## src/rtl/i2c_split_mem_pkg.sv

```systemverilog
package i2c_split_mem_pkg;
  localparam int unsigned CAL_BYTES_DEF = 32;
  localparam int unsigned RAM_BYTES_DEF = 64;
  localparam logic [6:0]  DEV_ADDR_DEF  = 7'b1101111;

  typedef enum logic [2:0] {
    PH_IDLE,
    PH_CTRL,
    PH_ADDR,
    PH_WR,
    PH_RD,
    PH_IGN
  } phase_e;
endpackage

```

## src/rtl/i2c_split_mem_sync.sv

```systemverilog
module i2c_split_mem_sync #(
  parameter int unsigned WIDTH  = 2,
  parameter int unsigned STAGES = 2
) (
  input  logic             clk_i,
  input  logic             rst_ni,
  input  logic [WIDTH-1:0] d_i,
  output logic [WIDTH-1:0] q_o
);
  logic [WIDTH-1:0] stg_q [STAGES];

  for (genvar s = 0; s < STAGES; s++) begin : g_stage
    if (s == 0) begin : g_first
      always_ff @(posedge clk_i or negedge rst_ni) begin
        if (!rst_ni) stg_q[s] <= '1;
        else         stg_q[s] <= d_i;
      end
    end else begin : g_rest
      always_ff @(posedge clk_i or negedge rst_ni) begin
        if (!rst_ni) stg_q[s] <= '1;
        else         stg_q[s] <= stg_q[s-1];
      end
    end
  end

  assign q_o = stg_q[STAGES-1];
endmodule

```

## src/rtl/i2c_split_mem_cond.sv

```systemverilog
module i2c_split_mem_cond (
  input  logic clk_i,
  input  logic rst_ni,
  input  logic scl_s_i,
  input  logic sda_s_i,
  output logic scl_rise_o,
  output logic scl_fall_o,
  output logic start_o,
  output logic stop_o
);
  logic scl_q, sda_q;

  always_ff @(posedge clk_i or negedge rst_ni) begin
    if (!rst_ni) begin
      scl_q <= 1'b1;
      sda_q <= 1'b1;
    end else begin
      scl_q <= scl_s_i;
      sda_q <= sda_s_i;
    end
  end

  assign scl_rise_o = scl_s_i & ~scl_q;
  assign scl_fall_o = ~scl_s_i & scl_q;
  // SDA edge while SCL held high
  assign start_o    = scl_s_i & scl_q & sda_q & ~sda_s_i;
  assign stop_o     = scl_s_i & scl_q & ~sda_q & sda_s_i;
endmodule

```

## src/rtl/i2c_split_mem_store.sv

```systemverilog
module i2c_split_mem_store #(
  parameter int unsigned CAL_BYTES = 32,
  parameter int unsigned RAM_BYTES = 64
) (
  input  logic       clk_i,
  input  logic       we_i,
  input  logic [7:0] addr_i,
  input  logic [7:0] wdata_i,
  output logic [7:0] rdata_o
);
  localparam int unsigned CAL_AW = $clog2(CAL_BYTES);
  localparam int unsigned RAM_AW = $clog2(RAM_BYTES);
  localparam logic [7:0]  RAM_LO = 8'(CAL_BYTES);

  logic [7:0] cal_mem [CAL_BYTES];
  logic [7:0] ram_mem [RAM_BYTES];
  logic       in_cal;
  logic [7:0] ram_off;

  assign in_cal  = addr_i < RAM_LO;
  assign ram_off = addr_i - RAM_LO;

  // contents are not reset
  always_ff @(posedge clk_i) begin
    if (we_i && in_cal)  cal_mem[addr_i[CAL_AW-1:0]] <= wdata_i;
    if (we_i && !in_cal) ram_mem[ram_off[RAM_AW-1:0]] <= wdata_i;
  end

  assign rdata_o = in_cal ? cal_mem[addr_i[CAL_AW-1:0]] : ram_mem[ram_off[RAM_AW-1:0]];
endmodule

```

## src/rtl/i2c_split_mem_target.sv

```systemverilog
module i2c_split_mem_target
  import i2c_split_mem_pkg::*;
#(
  parameter int unsigned CAL_BYTES = CAL_BYTES_DEF,
  parameter int unsigned RAM_BYTES = RAM_BYTES_DEF,
  parameter logic [6:0]  DEV_ADDR  = DEV_ADDR_DEF
) (
  input  logic clk_i,
  input  logic rst_ni,
  input  logic scl_i,
  input  logic sda_i,
  output logic sda_oe_o,
  input  logic on_backup_i
);
  localparam logic [7:0] RAM_LO   = 8'(CAL_BYTES);
  localparam logic [7:0] CAL_LAST = 8'(CAL_BYTES - 1);
  localparam logic [7:0] RAM_LAST = 8'(CAL_BYTES + RAM_BYTES - 1);

  logic       scl_s, sda_s;
  logic       scl_rise, scl_fall, start_det, stop_det;
  phase_e     phase_q;
  logic [3:0] bit_cnt_q;
  logic [7:0] rx_q, tx_q, ptr_q;
  logic       oe_q;
  logic [7:0] mem_rdata;
  logic       byte_end, ack_end, ctrl_done, addr_done;
  logic       ctrl_ok, addr_ok, mem_we, load_tx, inc_ptr;

  i2c_split_mem_sync #(.WIDTH(2), .STAGES(2)) u_sync (
    .clk_i  (clk_i),
    .rst_ni (rst_ni),
    .d_i    ({scl_i, sda_i}),
    .q_o    ({scl_s, sda_s})
  );

  i2c_split_mem_cond u_cond (
    .clk_i      (clk_i),
    .rst_ni     (rst_ni),
    .scl_s_i    (scl_s),
    .sda_s_i    (sda_s),
    .scl_rise_o (scl_rise),
    .scl_fall_o (scl_fall),
    .start_o    (start_det),
    .stop_o     (stop_det)
  );

  i2c_split_mem_store #(.CAL_BYTES(CAL_BYTES), .RAM_BYTES(RAM_BYTES)) u_store (
    .clk_i   (clk_i),
    .we_i    (mem_we),
    .addr_i  (ptr_q),
    .wdata_i (rx_q),
    .rdata_o (mem_rdata)
  );

  function automatic logic [7:0] ptr_next(input logic [7:0] p);
    if (p == CAL_LAST) return 8'h00;
    if (p == RAM_LAST) return RAM_LO;
    return p + 8'd1;
  endfunction

  logic active;
  assign active    = (phase_q != PH_IDLE) && (phase_q != PH_IGN) && !start_det && !stop_det;
  assign byte_end  = active && scl_fall && (bit_cnt_q == 4'd8);
  assign ack_end   = active && scl_fall && (bit_cnt_q == 4'd9);
  assign ctrl_done = byte_end && (phase_q == PH_CTRL);
  assign addr_done = byte_end && (phase_q == PH_ADDR);
  assign ctrl_ok   = (rx_q[7:1] == DEV_ADDR) && !on_backup_i;
  assign addr_ok   = rx_q <= RAM_LAST;
  assign mem_we    = byte_end && (phase_q == PH_WR);
  assign load_tx   = ack_end && (phase_q == PH_RD);
  assign inc_ptr   = mem_we || load_tx;

  always_ff @(posedge clk_i or negedge rst_ni) begin
    if (!rst_ni) begin
      phase_q   <= PH_IDLE;
      bit_cnt_q <= '0;
      rx_q      <= '0;
      tx_q      <= '0;
      ptr_q     <= '0;
      oe_q      <= 1'b0;
    end else if (start_det) begin
      phase_q   <= PH_CTRL;
      bit_cnt_q <= '0;
      oe_q      <= 1'b0;
    end else if (stop_det) begin
      phase_q   <= PH_IDLE;
      bit_cnt_q <= '0;
      oe_q      <= 1'b0;
    end else if (active) begin
      if (scl_rise) begin
        if (bit_cnt_q < 4'd8) begin
          rx_q      <= {rx_q[6:0], sda_s};
          bit_cnt_q <= bit_cnt_q + 4'd1;
        end else if (bit_cnt_q == 4'd8) begin
          bit_cnt_q <= 4'd9;
          // controller NACK ends a read
          if (phase_q == PH_RD && sda_s) phase_q <= PH_IGN;
        end
      end
      if (scl_fall) begin
        if (bit_cnt_q == 4'd8) begin
          unique case (phase_q)
            PH_CTRL: begin
              if (ctrl_ok) begin
                oe_q    <= 1'b1;
                phase_q <= rx_q[0] ? PH_RD : PH_ADDR;
              end else begin
                phase_q <= PH_IGN;
              end
            end
            PH_ADDR: begin
              if (addr_ok) begin
                oe_q    <= 1'b1;
                ptr_q   <= rx_q;
                phase_q <= PH_WR;
              end else begin
                phase_q <= PH_IGN;
              end
            end
            PH_WR: begin
              oe_q  <= 1'b1;
              ptr_q <= ptr_next(ptr_q);
            end
            default: oe_q <= 1'b0;
          endcase
        end else if (bit_cnt_q == 4'd9) begin
          bit_cnt_q <= '0;
          if (phase_q == PH_RD) begin
            oe_q  <= ~mem_rdata[7];
            tx_q  <= {mem_rdata[6:0], 1'b0};
            ptr_q <= ptr_next(ptr_q);
          end else begin
            oe_q <= 1'b0;
          end
        end else if (bit_cnt_q != 4'd0 && phase_q == PH_RD) begin
          oe_q <= ~tx_q[7];
          tx_q <= {tx_q[6:0], 1'b0};
        end
      end
    end
  end

  assign sda_oe_o = oe_q;
endmodule

```

## config.mk

```make
export PLATFORM = sky130hd
export DESIGN_NAME = i2c_split_mem_target
export DESIGN_NICKNAME = d
export VERILOG_FILES = /design/src/rtl/i2c_split_mem_pkg.sv /design/src/rtl/i2c_split_mem_sync.sv /design/src/rtl/i2c_split_mem_cond.sv /design/src/rtl/i2c_split_mem_store.sv /design/src/rtl/i2c_split_mem_target.sv
export SDC_FILE = /design/constraint.sdc
export NUM_CORES = 1
export LEC_CHECK = 0
export BUFFER_PORTS_ARGS = -buffer_cell sky130_fd_sc_hd__buf_2
export CORE_MARGIN = 2
export CORE_UTILIZATION = 25
export DETAILED_ROUTE_END_ITERATION = 8
export PLACE_DENSITY = 0.37
export SLEW_MARGIN = 20
export SYNTH_ARGS = -nofsm -noshare
export SYNTH_HDL_FRONTEND = slang
export SYNTH_HIERARCHICAL = 1
export SYNTH_SLANG_ARGS = --single-unit
```

## constraint.sdc

```tcl
create_clock -name clk_i -period 5.9 [get_ports clk_i]
set_clock_uncertainty 0.15 [all_clocks]
set_input_delay 0 -clock clk_i [delete_from_list [all_inputs] [get_ports clk_i]]
set_output_delay 0 -clock clk_i [all_outputs]
set_load 0.1 [all_outputs]
```

# Yosys cells after proc, flatten, opt, wreduce, memory -nomap -nowiden

Memories as Yosys holds them, arrays and structs flattened.
Cells that the tools add are included.

Mux-type cells: 82
Bitwise operators: 16
Eq/ne operators: 15
Order comparisons: 3
Add/sub/neg operators: 3
Reductions and logical operators: 27

Operators by type and width:

| cell                                                            | count |
|---|---|
| two-way mux 8 bit                                               | 14 |
| two-way mux 1 bit                                               | 44 |
| two-way mux 3 bit                                               | 12 |
| two-way mux 4 bit                                               | 9 |
| case mux 8 bit (2 select lines)                                 | 1 |
| logical AND 1 bit                                               | 11 |
| inequality test 5 bit (second input constant)                   | 2 |
| AND reduction 5 bit                                             | 2 |
| inequality test 3 bit (second input constant)                   | 3 |
| inverter 1 bit                                                  | 9 |
| nonzero test 3 bit                                              | 3 |
| adder 8 x 1 -> 8 bit (second input constant)                    | 1 |
| equality test 4 bit (second input constant)                     | 2 |
| equality test 8 x 5 -> 1 bit (second input constant)            | 1 |
| equality test 8 x 7 -> 1 bit (second input constant)            | 1 |
| less-or-equal comparator 8 x 7 -> 1 bit (second input constant) | 1 |
| less-than comparator 8 x 6 -> 1 bit (second input constant)     | 1 |
| AND reduction 8 bit                                             | 1 |
| bitwise AND 1 bit                                               | 7 |
| equality test 7 bit (second input constant)                     | 1 |
| AND reduction 7 bit                                             | 1 |
| equality test 3 x 2 -> 1 bit (second input constant)            | 2 |
| case mux 3 bit (2 select lines)                                 | 1 |
| nonzero test 2 bit                                              | 3 |
| 10 further kinds                                                | 13 |

Memories kept: 2
RAM bits: 768
Bits of input ports: 5
Bits in registers: 38
Word-level logic and storage cells: 158

Memory list:

| memory          | words | width | rd ports | clocked after Yosys merged registers in | write ports | line                      | RTL |
|---|---|---|---|---|---|---|---|
| u_store.ram_mem | 64    | 8     | 1        | 0                                       | 1           | i2c_split_mem_store.sv:16 | `logic [7:0] ram_mem [RAM_BYTES];` |
| u_store.cal_mem | 32    | 8     | 1        | 0                                       | 1           | i2c_split_mem_store.sv:15 | `logic [7:0] cal_mem [CAL_BYTES];` |

# Longest topological paths before layout

Gate-level depths: netlist of the first run.

Depth in word-level cells: 22
Mapped depth: 13
Mapped depth without buffers: 9

# Modules after synthesis

The synthesis of the first run kept the hierarchy.

By module, submodules not included:

| module               | seq. area each (um^2) | area an instance (um^2) | times used | cells each |
|---|---|---|---|---|
| i2c_split_mem_store  | 23062.1               | 30098.9                 | 1          | 1469 |
| i2c_split_mem_target | 775.7                 | 2031.9                  | 1          | 194 |
| i2c_split_mem_sync   | 105.1                 | 120.1                   | 1          | 6 |
| i2c_split_mem_cond   | 52.6                  | 85.1                    | 1          | 6 |

# Worst setup path before layout of the first run

No wires, ideal clock.

Path type: register -> register
Start: register bit_cnt_q[0]
End: memory u_store.cal_mem[0][0], enable pin
Path slack: 2.827 ns
Arrival: 2.552 ns
Cell stages (with the launch flop): 11
Clock period less this slack: 3.073 ns
Required time: 5.379 ns
Library setup time: 0.371 ns
Cell sequence: dfrtp_1 -> inv_1 -> ha_1 -> and3b_1 -> buf_2 -> clkbuf_1 -> nand2_1 -> nor3_1 -> clkbuf_1 -> nand3_1 -> nor2_1

Word-level cells in the longest chain between the ends: 6

Ends and longest elaborated chain:

| item                                    | line                       | RTL |
|---|---|---|
| from (decl)                             | i2c_split_mem_target.sv:22 | `logic [3:0] bit_cnt_q;` |
| from (signal assigned)                  | i2c_split_mem_target.sv:93 | `bit_cnt_q <= bit_cnt_q + 4'd1;` |
| equality test 4 bit                     | i2c_split_mem_target.sv:63 | `assign byte_end = active && scl_fall && (bit_cnt_q == 4'd8);` |
| logical AND 1 bit                       | i2c_split_mem_target.sv:63 |  |
| logical AND 1 bit                       | i2c_split_mem_target.sv:69 | `assign mem_we = byte_end && (phase_q == PH_WR);` |
| via mem_we                              | i2c_split_mem_target.sv:27 | `logic ctrl_ok, addr_ok, mem_we, load_tx, inc_ptr;` |
| logical AND 1 bit                       | i2c_split_mem_store.sv:25  | `if (we_i && in_cal) cal_mem[addr_i[CAL_AW-1:0]] <= wdata_i;` |
| two-way mux 1 bit                       | i2c_split_mem_store.sv:25  |  |
| two-way mux 1 bit (not written as such) | i2c_split_mem_store.sv:25  |  |
| to (decl)                               | i2c_split_mem_store.sv:15  |  |

The timed path passes the listed nets, and every way through them passes these cells.

# Worst setup path in the final report of the first run

Start: register bit_cnt_q[0]
End: memory u_store.ram_mem[5][5], enable pin

Word-level cells in the longest chain between the ends: 6

Ends and longest elaborated chain:

| item                                    | line                       | RTL |
|---|---|---|
| equality test 4 bit                     | i2c_split_mem_target.sv:63 |  |
| logical AND 1 bit                       | i2c_split_mem_target.sv:63 |  |
| logical AND 1 bit                       | i2c_split_mem_target.sv:69 |  |
| via mem_we                              | i2c_split_mem_target.sv:27 |  |
| logical AND 1 bit                       | i2c_split_mem_store.sv:26  | `if (we_i && !in_cal) ram_mem[ram_off[RAM_AW-1:0]] <= wdata_i;` |
| two-way mux 1 bit                       | i2c_split_mem_store.sv:26  |  |
| two-way mux 1 bit (not written as such) | i2c_split_mem_store.sv:26  |  |
| to (decl)                               | i2c_split_mem_store.sv:16  |  |

The timed path passes the listed nets, and every way through them passes these cells.

==> results of run 1 <==
critical path: cells and delay by family (launching register included):
| kind | cells | cell delay, ns |
|---|---|---|
| simple gates | 5 | 2.82 |
| flops | 1 | 0.44 |
| buf+inv | 2 | 0.34 |
| fa+ha+maj | 1 | 0.24 |
registers in the layout (all words and copies together), names as in the netlist:
signal,cells
u_cond/scl_q,1
u_sync/q_o,2
sda_oe_o,1
phase_q,3
ptr_q,8
rx_q,8
tx_q,7
u_store/ram_mem,512
bit_cnt_q,4
u_cond/sda_q,1
u_sync/stg_q,2
u_store/cal_mem,256
synth_stat cells (10+ instances only):
cell type	n
a21oi_1	29
a22oi_1	38
and3_1	11
buf_2	29
buf_4	28
buf_6	10
clkbuf_1	20
dfrtp_1	31
edfxtp_1	768
inv_1	12
mux2_2	19
mux2i_1	100
mux4_2	156
nand2_1	61
nand3_1	39
nor2_1	109
nor3_1	12
o21ai_0	16
o22ai_1	11
per-layer routing:
| layer | vias up | track usage (%) | wire, um |
|---|---|---|---|
| met3 | 104 | 1.90 | 3660 |
| met1 | 9057 | 20.6 | 44800 |
| met5 | - | 0 | 0 |
| li1 | 7000 | - | - |
| met4 | 0 | 3.67 | 1680 |
| met2 | 376 | 24.0 | 46600 |
through the flow:
| stage | hold slack (ns) | cells | cell area [sq um] | total power, mW | util [%] |
|---|---|---|---|---|---|
| finish | 0.211 | 3548 | 37700 | 14.3 | 29.5 |
| global route | 0.211 | 3547 | 37700 | 14.8 | 29.5 |
| CTS | 0.210 | 3547 | 37700 | 14.6 | 29.5 |
| detailed placement | -0.0413 | 3367 | 34400 | 8.42 | 26.9 |
| global placement | -0.0400 | 3367 | 34400 | 8.41 | 26.9 |
| floorplan | -0.446 | 1675 | 32300 | 7.68 | - |
logic make-up (layout without fill, tap and decap cells):
family / after synthesis / after routing
other: 0 / 1
AO/OA/AOI/OAI: 167 / 167
multiplexers: 284 / 284
buffers and inverters: 111 / 254
AND/OR/NAND/NOR: 302 / 302
adder cells (fa/ha/maj): 4 / 4
XOR/XNOR: 2 / 2
flip-flops: 805 / 805
power groups by stage:
stage / Clock [mW] / Sequential, mW / Combinational, mW
3_5_place_dp: 0 / 7.72 / 0.707
4_1_cts: 6.28 / 7.59 / 0.706
6_report: 6.11 / 7.55 / 0.671
3_3_place_gp: 0 / 7.71 / 0.702
2_1_floorplan: 0 / 7.59 / 0.0896
5_1_grt: 6.49 / 7.61 / 0.745
cell type report:
type                            instances  area (sq um)  share of cell area [%]
Multi-Input combinational cell        759          7640                    20.3
Sequential cell                       805         24000                    63.7
Clock inverter                         66           857                    2.27
Antenna cell                            1          2.50                 0.00663
Timing Repair Buffer                   68           591                    1.57
Clock buffer                          106          2380                    6.30
Inverter                               14          52.6                   0.139
Tap cell                             1729          2160                    5.73
worst min-delay path by stage:
stage	slack [ns]	from	to	depth (start not counted)
after floorplan	-0.45	rst_ni	bit_cnt_q[0]	0
after global placement	-0.04	sda_i	u_sync/stg_q[2]	1
after detailed placement	-0.04	scl_i	u_sync/stg_q[3]	1
after CTS	0.21	u_sync/stg_q[3]	u_sync/q_o[1]	0
after global routing	0.21	u_sync/stg_q[3]	u_sync/q_o[1]	0
final	0.21	u_sync/stg_q[2]	u_sync/q_o[0]	0
==> impl_metrics.toml, run 1 <==
[setup_path]
setup.worst_path.start = "bit_cnt_q[0]"
cp-end-kind = "flop"
worst_path_max_delay_cell = "nor3_2"
criticalPathCategory = "reg -> reg"
crit_chain = "inv_1 > ha_1 > and3b_1 > nand2_1 > nor3_2 > buf_4 > nand3_1 > nor2_1"
rr_worst_depth = 8
r2r-start = "bit_cnt_q[0]"
critPathLaunchType = "flop"
ff2ff_setup_slack_ns = 1.54
worstPathMaxFanout = 15
worst_ep_required_time_ns = 6.04
crit_arrival_ns = 4.50
cpPeakStageDelay_ns = 0.86
endpoint = "u_store/ram_mem[5][5]"
r2r_end = "u_store/ram_mem[5][5]"

[placed_design]
io_buffers = 5
gp_congestion = 0.769
pre_cts_slack_ns = 1.57
place_hpwl_um = 60000

[power]
ir_drop_v = 0.000237
switching_share_pct = 24.2
p_comb_share_pct = 4.7
p_seq_share_pct = 52.7
internal_power_mw = 10.9
powerDensity_nw_per_um2 = 380
p_clk_share_pct = 42.6
power_leakage_nw = 11.5
p_switching_mw = 3.47

[drt]
ant_nets = 0
drt_wl_total_um = 96800
wire_per_inst_um = 27.3
drt_iter0_drc = 1431
drt-pass1-iter-count = 7
vias_per_cell = 4.66
route.vias.total = 16537
drcViolationCount = 0

[clocking]
clock_latency_ns = 0.67
clockBufferDepth = 3
post_cts_buffers = 0
h-tree-depth = 3
cts.sinks = 805
cts_resized = 0
cts_hold_buf = 8
cts_made_buffers = 92
path_clk_slew_ns = 0.06
cts_root_buf = "clkbuf_16"
cts_tree = "built"

[layout]
layout-drive-gt1-share_pct = 23.6
layout_common_cells = "768 x edfxtp_1, 156 x mux4_2, 108 x nor2_1"
syn_to_final_growth_pct = 16.7
final_common_cell = "edfxtp_1"
finalNetCount = 1749
fillers = 12511

[synthesis]
yosysSeqAreaShare_pct = 74.2
synthAdderAreaFrac_pct = 0.155
avgSynthCellArea_sq_um = 19.3
ys_ff_latch = 805
synth-simple-area-share_pct = 4.55
synth-edff-count = 768
yosys_warnings = 6
async_flop_share_pct = 4.60
yosys.area.top_type = "edfxtp_1"
synth_top_family_by_area = "multiplexers"
synthXorXnorAreaFrac_pct = 0.0774
post-synth-top-area-fraction_pct = 71.3
synth.area.mux_share_pct = 15.1
synth_compound_area_share_pct = 3.70
synth_area_leaders = "edfxtp_1 71%, mux4_2 11%, mux2i_1 3.1%, dfrtp_1 2.4%, nor2_1 1.3%"
synth_flop_cell = "edfxtp_1"
synthCells = 1675
synthesis.area_sq_um = 32300
syn-num-nets = 1684
synth_cell_types = 82

[global_route]
grt_use_total_pct = 14.7
overflow = 0
grt_pass1_wl_um = 138000
antenna_found_initial = 0
grt_max_degree = 67
grt_pass1_vias = 17235

[sta]
min_period_over_period_pct = 74.0
rsz0062_at_grt = "false"
setup_viol = 0
slew_headroom_pct = 22.0
fin_crit_ns = 4.36
hold_viol_final = 0
fin_ws_ns = 1.54
fmax_ghz = 0.229
fin_setup_tns_ns = 0
maxSlewViolCount = 0
worst_pin_slew_ns = 1.17

[floorplan]
rows = 131
dieArea_sq_um = 132000
die_w_um = 364
num_io_pins = 6
fp.dieH_um = 364
core_area_sq_um = 128000
initial_core_util_pct = 25.3

[outcome]
outcome = "complete, no violations"

[job]
maxCapViolCount = 0

[min_path]
hold_class = "reg -> reg"
(Power assumes the default switching activity.)
==> inputs of run 2 (changes only) <==
clock period = 4.3 ns   (was 5.9 ns; I/O delays follow)
==> run 2 against run 1 <==
Combinational power increased by 46%. Sequential power increased by 35%. Hold slack got worse by 0.0018 ns. Die area unchanged. Final area increased by 1.9%. Sequential share of layout area decreased by 1.2 points. Wire length decreased by 1.6%. Final cell count increased by 3.4%. Critical path depth increased by 2. Clock power increased by 27%.
==> impl_metrics.toml, run 2 (same netlist as run 1, synthesis figures left out) <==
[outcome]
outcome = "complete, no violations"

[floorplan]
fp.dieH_um = 364
die_w_um = 364
dieArea_sq_um = 132000
initial_core_util_pct = 25.3
core_area_sq_um = 128000
num_io_pins = 6
rows = 131

[clocking]
clockBufferDepth = 3
post_cts_buffers = 0
cts_resized = 0
path_clk_slew_ns = 0.06
cts_root_buf = "clkbuf_16"
cts.sinks = 805
cts_tree = "built"
clock_latency_ns = 0.66
cts_made_buffers = 93
h-tree-depth = 3

[sta]
rsz0062_at_grt = "false"
fin_setup_tns_ns = 0
fin_crit_ns = 3.85
hold_viol_final = 0
maxSlewViolCount = 0
worst_pin_slew_ns = 0.969
fmax_ghz = 0.260
setup_viol = 0
min_period_over_period_pct = 89.4
slew_headroom_pct = 35.4

[setup_path]
r2r-start = "ptr_q[0]"
worst_ep_required_time_ns = 4.70
cpPeakStageDelay_ns = 0.82
ff2ff_setup_slack_ns = 0.45
worst_path_max_delay_cell = "dfrtp_4"
path_buf_inv = 2
crit_arrival_ns = 4.24
worst-path-stages = 10
setup.worst_path.start = "ptr_q[0]"
rr_worst_depth = 10
worst_path_most_repeated_cell = "buf_4"
worstPathMaxFanout = 24
crit_chain = "buf_4 > buf_4 > mux4_2 > nand3b_1 > o21ai_0 > o211ai_2 > a211oi_1 > a2111oi_1 > mux2_2 > mux2_4"
criticalPathCategory = "reg -> reg"
cp-end-kind = "flop"
critPathLaunchType = "flop"
critical-path-top-delay-family = "multiplexers"

[drt]
drt_iter0_drc = 1593
route.vias.total = 16766
met1Wirelength_um = 44700
drcViolationCount = 0
drt-pass1-iter-count = 7
ant_nets = 0
maxUsedRoutingLayer = "met5"
wire_per_inst_um = 26.0
wl_met2_um = 44100
dr_wl_met3_um = 3900
drt_wl_total_um = 95200
vias_per_cell = 4.57

[global_route]
grt_pass1_wl_um = 136000
grt_max_degree = 99
grt_use_total_pct = 14.5
antenna_found_initial = 3
grt_pass1_vias = 17295
overflow = 0

[layout]
final_area_sq_um = 38400
layout-drive-gt1-share_pct = 27.5
largest_reg_flops = 512
finalNetCount = 1871
final_common_cell = "edfxtp_1"
layout_common_cells = "768 x edfxtp_1, 165 x buf_4, 156 x mux4_2"
syn_to_final_growth_pct = 18.9

[power]
ir_drop_v = 0.000247
power_leakage_nw = 12.0
powerDensity_nw_per_um2 = 492

[min_path]
whs_path_depth = 0
worstHoldStart = "u_sync/stg_q[2]"
hold_class = "reg -> reg"

[placed_design]
io_buffers = 5
place_hpwl_um = 61400
gp_congestion = 0.780
place_area_sq_um = 35400

[job]
maxCapViolCount = 0
## run 2: layout make-up
cell class,count,area (sq um)
antenna,1,2.50
clock buffer,113,2430
clock inverter,59,536
fill,12484,89600
inverter,14,52.6
multi-input combinational,759,7640
sequential,805,24000
tap,1729,2160
timing repair buffer,189,1580
## run 2: where the power goes
part           internal, mW  leakage, nW  switching (mW)
registers              9.67         7.41           0.508
clock network          4.56         1.46            3.19
logic                 0.141         3.18           0.840
## run 2: per-stage QoR
| stage | util, % | total power [mW] | hold WS, ns | cells | setup slack [ns] |
|---|---|---|---|---|---|
| 2_1_floorplan | - | 10.5 | -0.446 | 1675 | 1.23 |
| 3_3_place_gp | 27.6 | 11.3 | -0.0423 | 3487 | 0.371 |
| 3_5_place_dp | 27.6 | 11.4 | -0.0438 | 3487 | 0.354 |
| 4_1_cts | 30.0 | 19.2 | 0.210 | 3667 | 0.316 |
| 5_1_grt | 30.0 | 19.6 | 0.213 | 3668 | 0.296 |
| 6_report | 30.0 | 18.9 | 0.209 | 3669 | 0.455 |
## run 2: metal layers
metal / track usage [%] / vias to the layer above
met4: 4.58 / 2
li1: - / 7237
met2: 22.8 / 376
met5: 0 / -
met1: 20.5 / 9025
met3: 2.29 / 126
## run 2: worst register-to-register path: cells and delay by family, from the launching register on
family,cells,cell delay [ns]
multiplexers,3,1.11
AO/OA/AOI/OAI,4,0.98
flip-flops,1,0.82
buffers and inverters,2,0.50
AND/OR/NAND/NOR,1,0.17
## run 2: timing repair
item                                    4_1_cts  5_1_grt
endpoints found under the setup margin        0        0
hold buffers                                  8        0
hold endpoints to repair                     43        0
## run 2: worst paths after layout
check	endpoint
max in group asynchronous	ptr_q[0]
worst min-delay path	u_sync/q_o[0]
worst max-delay path	tx_q[5]
worst min register to register	u_sync/q_o[0]
min in group asynchronous	u_sync/stg_q[2]
worst max register to register	tx_q[5]
==> inputs of run 3 (changes only) <==
CORE_ASPECT_RATIO = 1.4   (was not set)
==> run 3 against run 2 <==
Hold slack got worse by 0.0023 ns. Via count fell by 1.2%. Final cell count fell by 2.3%. Core utilization fell by 0.42 points. Combinational power rose by 4%. Critical path type unchanged. Critical endpoint is now tx_q[1]. Largest cell class unchanged.
==> impl_metrics.toml, run 3 (same netlist as run 1, synthesis figures left out) <==
[outcome]
outcome = "complete, no violations"

[clocking]
h-tree-depth = 3
clock_latency_ns = 0.68
path_clk_slew_ns = 0.06
cts.sinks = 805
post_cts_buffers = 0
cts_made_buffers = 83
cts_root_buf = "clkbuf_16"
cts_tree = "built"
cts_resized = 0
clockBufferDepth = 3

[placed_design]
pre_cts_slack_ns = 0.162
place_area_sq_um = 35400
placed_cells = 3427
place_hpwl_um = 64200
io_buffers = 5
gp_congestion = 0.793

[power]
power_mw = 18.4
ir_drop_v = 0.000282
power_leakage_nw = 11.9
powerDensity_nw_per_um2 = 482

[sta]
slew_headroom_pct = 35.0
rsz0062_at_grt = "false"
fin_setup_tns_ns = 0
maxSlewViolCount = 0
worst_pin_slew_ns = 0.974
fmax_ghz = 0.248
hold-worst-slack_ns = 0.207
setup_viol = 0
min_period_over_period_pct = 93.9
hold_viol_final = 0
fin_crit_ns = 4.04
fin_ws_ns = 0.264

[layout]
syn_to_final_growth_pct = 18.0
layout.cells.non_filler = 3585
layout_common_cells = "768 x edfxtp_1, 174 x buf_4, 156 x mux4_2"
finalNetCount = 1870
largest_reg_flops = 512
final_core_util_pct = 29.6
layout-drive-gt1-share_pct = 27.6
final_common_cell = "edfxtp_1"
final_area_sq_um = 38100

[min_path]
hold_class = "reg -> reg"

[setup_path]
cpPeakStageDelay_ns = 0.64
worst-path-stages = 10
r2r-start = "ptr_q[0]"
crit_chain = "buf_12 > buf_12 > mux4_2 > a22oi_1 > nand3_1 > a31oi_1 > nand3_1 > and4_1 > and3_1 > mux2_4"
criticalPathCategory = "reg -> reg"
ff2ff_setup_slack_ns = 0.26
endpoint = "tx_q[1]"
path_buf_inv = 2
worstPathMaxFanout = 18
setup.worst_path.start = "ptr_q[0]"
critical-path-top-delay-family = "simple AND/OR/NAND/NOR gates"
worst_path_max_delay_cell = "dfrtp_4"
rr_worst_depth = 10
critPathLaunchType = "flop"
r2r_end = "tx_q[1]"
worst_ep_required_time_ns = 4.72
cp-end-kind = "flop"
crit_arrival_ns = 4.45

[floorplan]
die_w_um = 308
initial_core_util_pct = 25.1
dieArea_sq_um = 132000
num_io_pins = 6
core_area_sq_um = 129000
fp.dieH_um = 430
rows = 156

[global_route]
grt_use_total_pct = 14.7
grt_pass1_wl_um = 137000
antenna_found_initial = 3
grt_pass1_vias = 17689
grt_max_degree = 78
overflow = 0

[drt]
drt-pass1-iter-count = 5
vias_per_cell = 4.62
ant_nets = 0
drcViolationCount = 0
wire_per_inst_um = 26.9
drt_iter0_drc = 1298
drt_wl_total_um = 96400
route.vias.total = 16569

[job]
maxCapViolCount = 0
## run 3: cell types whose count changed in the layout (fill, tap and decap cells not counted), sizes merged
cell	previous run	this run
diode	1	2
bufinv	9	6
clkinv	44	26
buf	182	191
clkbuf	113	110
inv	18	17
clkinvlp	2	3
## run 3: worst min path at each step
| stage | from | to | slack, ns | depth (start not counted) |
|---|---|---|---|---|
| finish | u_sync/stg_q[2] | u_sync/q_o[0] | 0.21 | 0 |
| global route | u_sync/stg_q[2] | u_sync/q_o[0] | 0.21 | 0 |
| CTS | u_sync/stg_q[2] | u_sync/q_o[0] | 0.21 | 0 |
| detailed placement | scl_i | u_sync/stg_q[3] | -0.04 | 1 |
| global placement | sda_i | u_sync/stg_q[2] | -0.04 | 1 |
| floorplan | rst_ni | bit_cnt_q[0] | -0.45 | 0 |
## run 3: cell type report
type	count	area, sq um
Antenna cell	2	5.00
Clock buffer	110	2280
Clock inverter	38	409
Fill cell	12603	90700
Inverter	14	52.6
Multi-Input combinational cell	759	7640
Sequential cell	805	24000
Tap cell	1659	2080
Timing Repair Buffer	198	1640
## run 3: timing repair
action                     4_1_cts  5_1_grt
hold buffers                     8        0
setup endpoints to repair        0        0
hold endpoints to repair        43        0
## run 3: worst register-to-register path: cells and delay by family (launching register included)
| family | cells | cell delay (ns) |
|---|---|---|
| and+or+nand+nor | 4 | 1.01 |
| DFF | 1 | 0.64 |
| buffers and inverters | 2 | 0.49 |
| muxes | 2 | 0.84 |
| AOI/OAI and AO/OA | 2 | 0.79 |
## run 3: where the power goes
group / internal [mW] / leakage (nW) / total [mW] / switching (mW)
Combinational: 0.121 / 3.21 / 1.02 / 0.896
Clock: 4.12 / 1.31 / 7.20 / 3.08
Sequential: 9.68 / 7.41 / 10.2 / 0.480
## run 3: per-layer routing
layer  wire [um]  track usage [%]  up-vias  share of wire [%]
li1            -                -     7217                  -
met1       38000             17.2     8887                 39
met2       51900             27.0      328                 54
met3        3250             2.17      131                3.4
met4        3110             5.58        6                3.2
met5          42                0        -              0.044
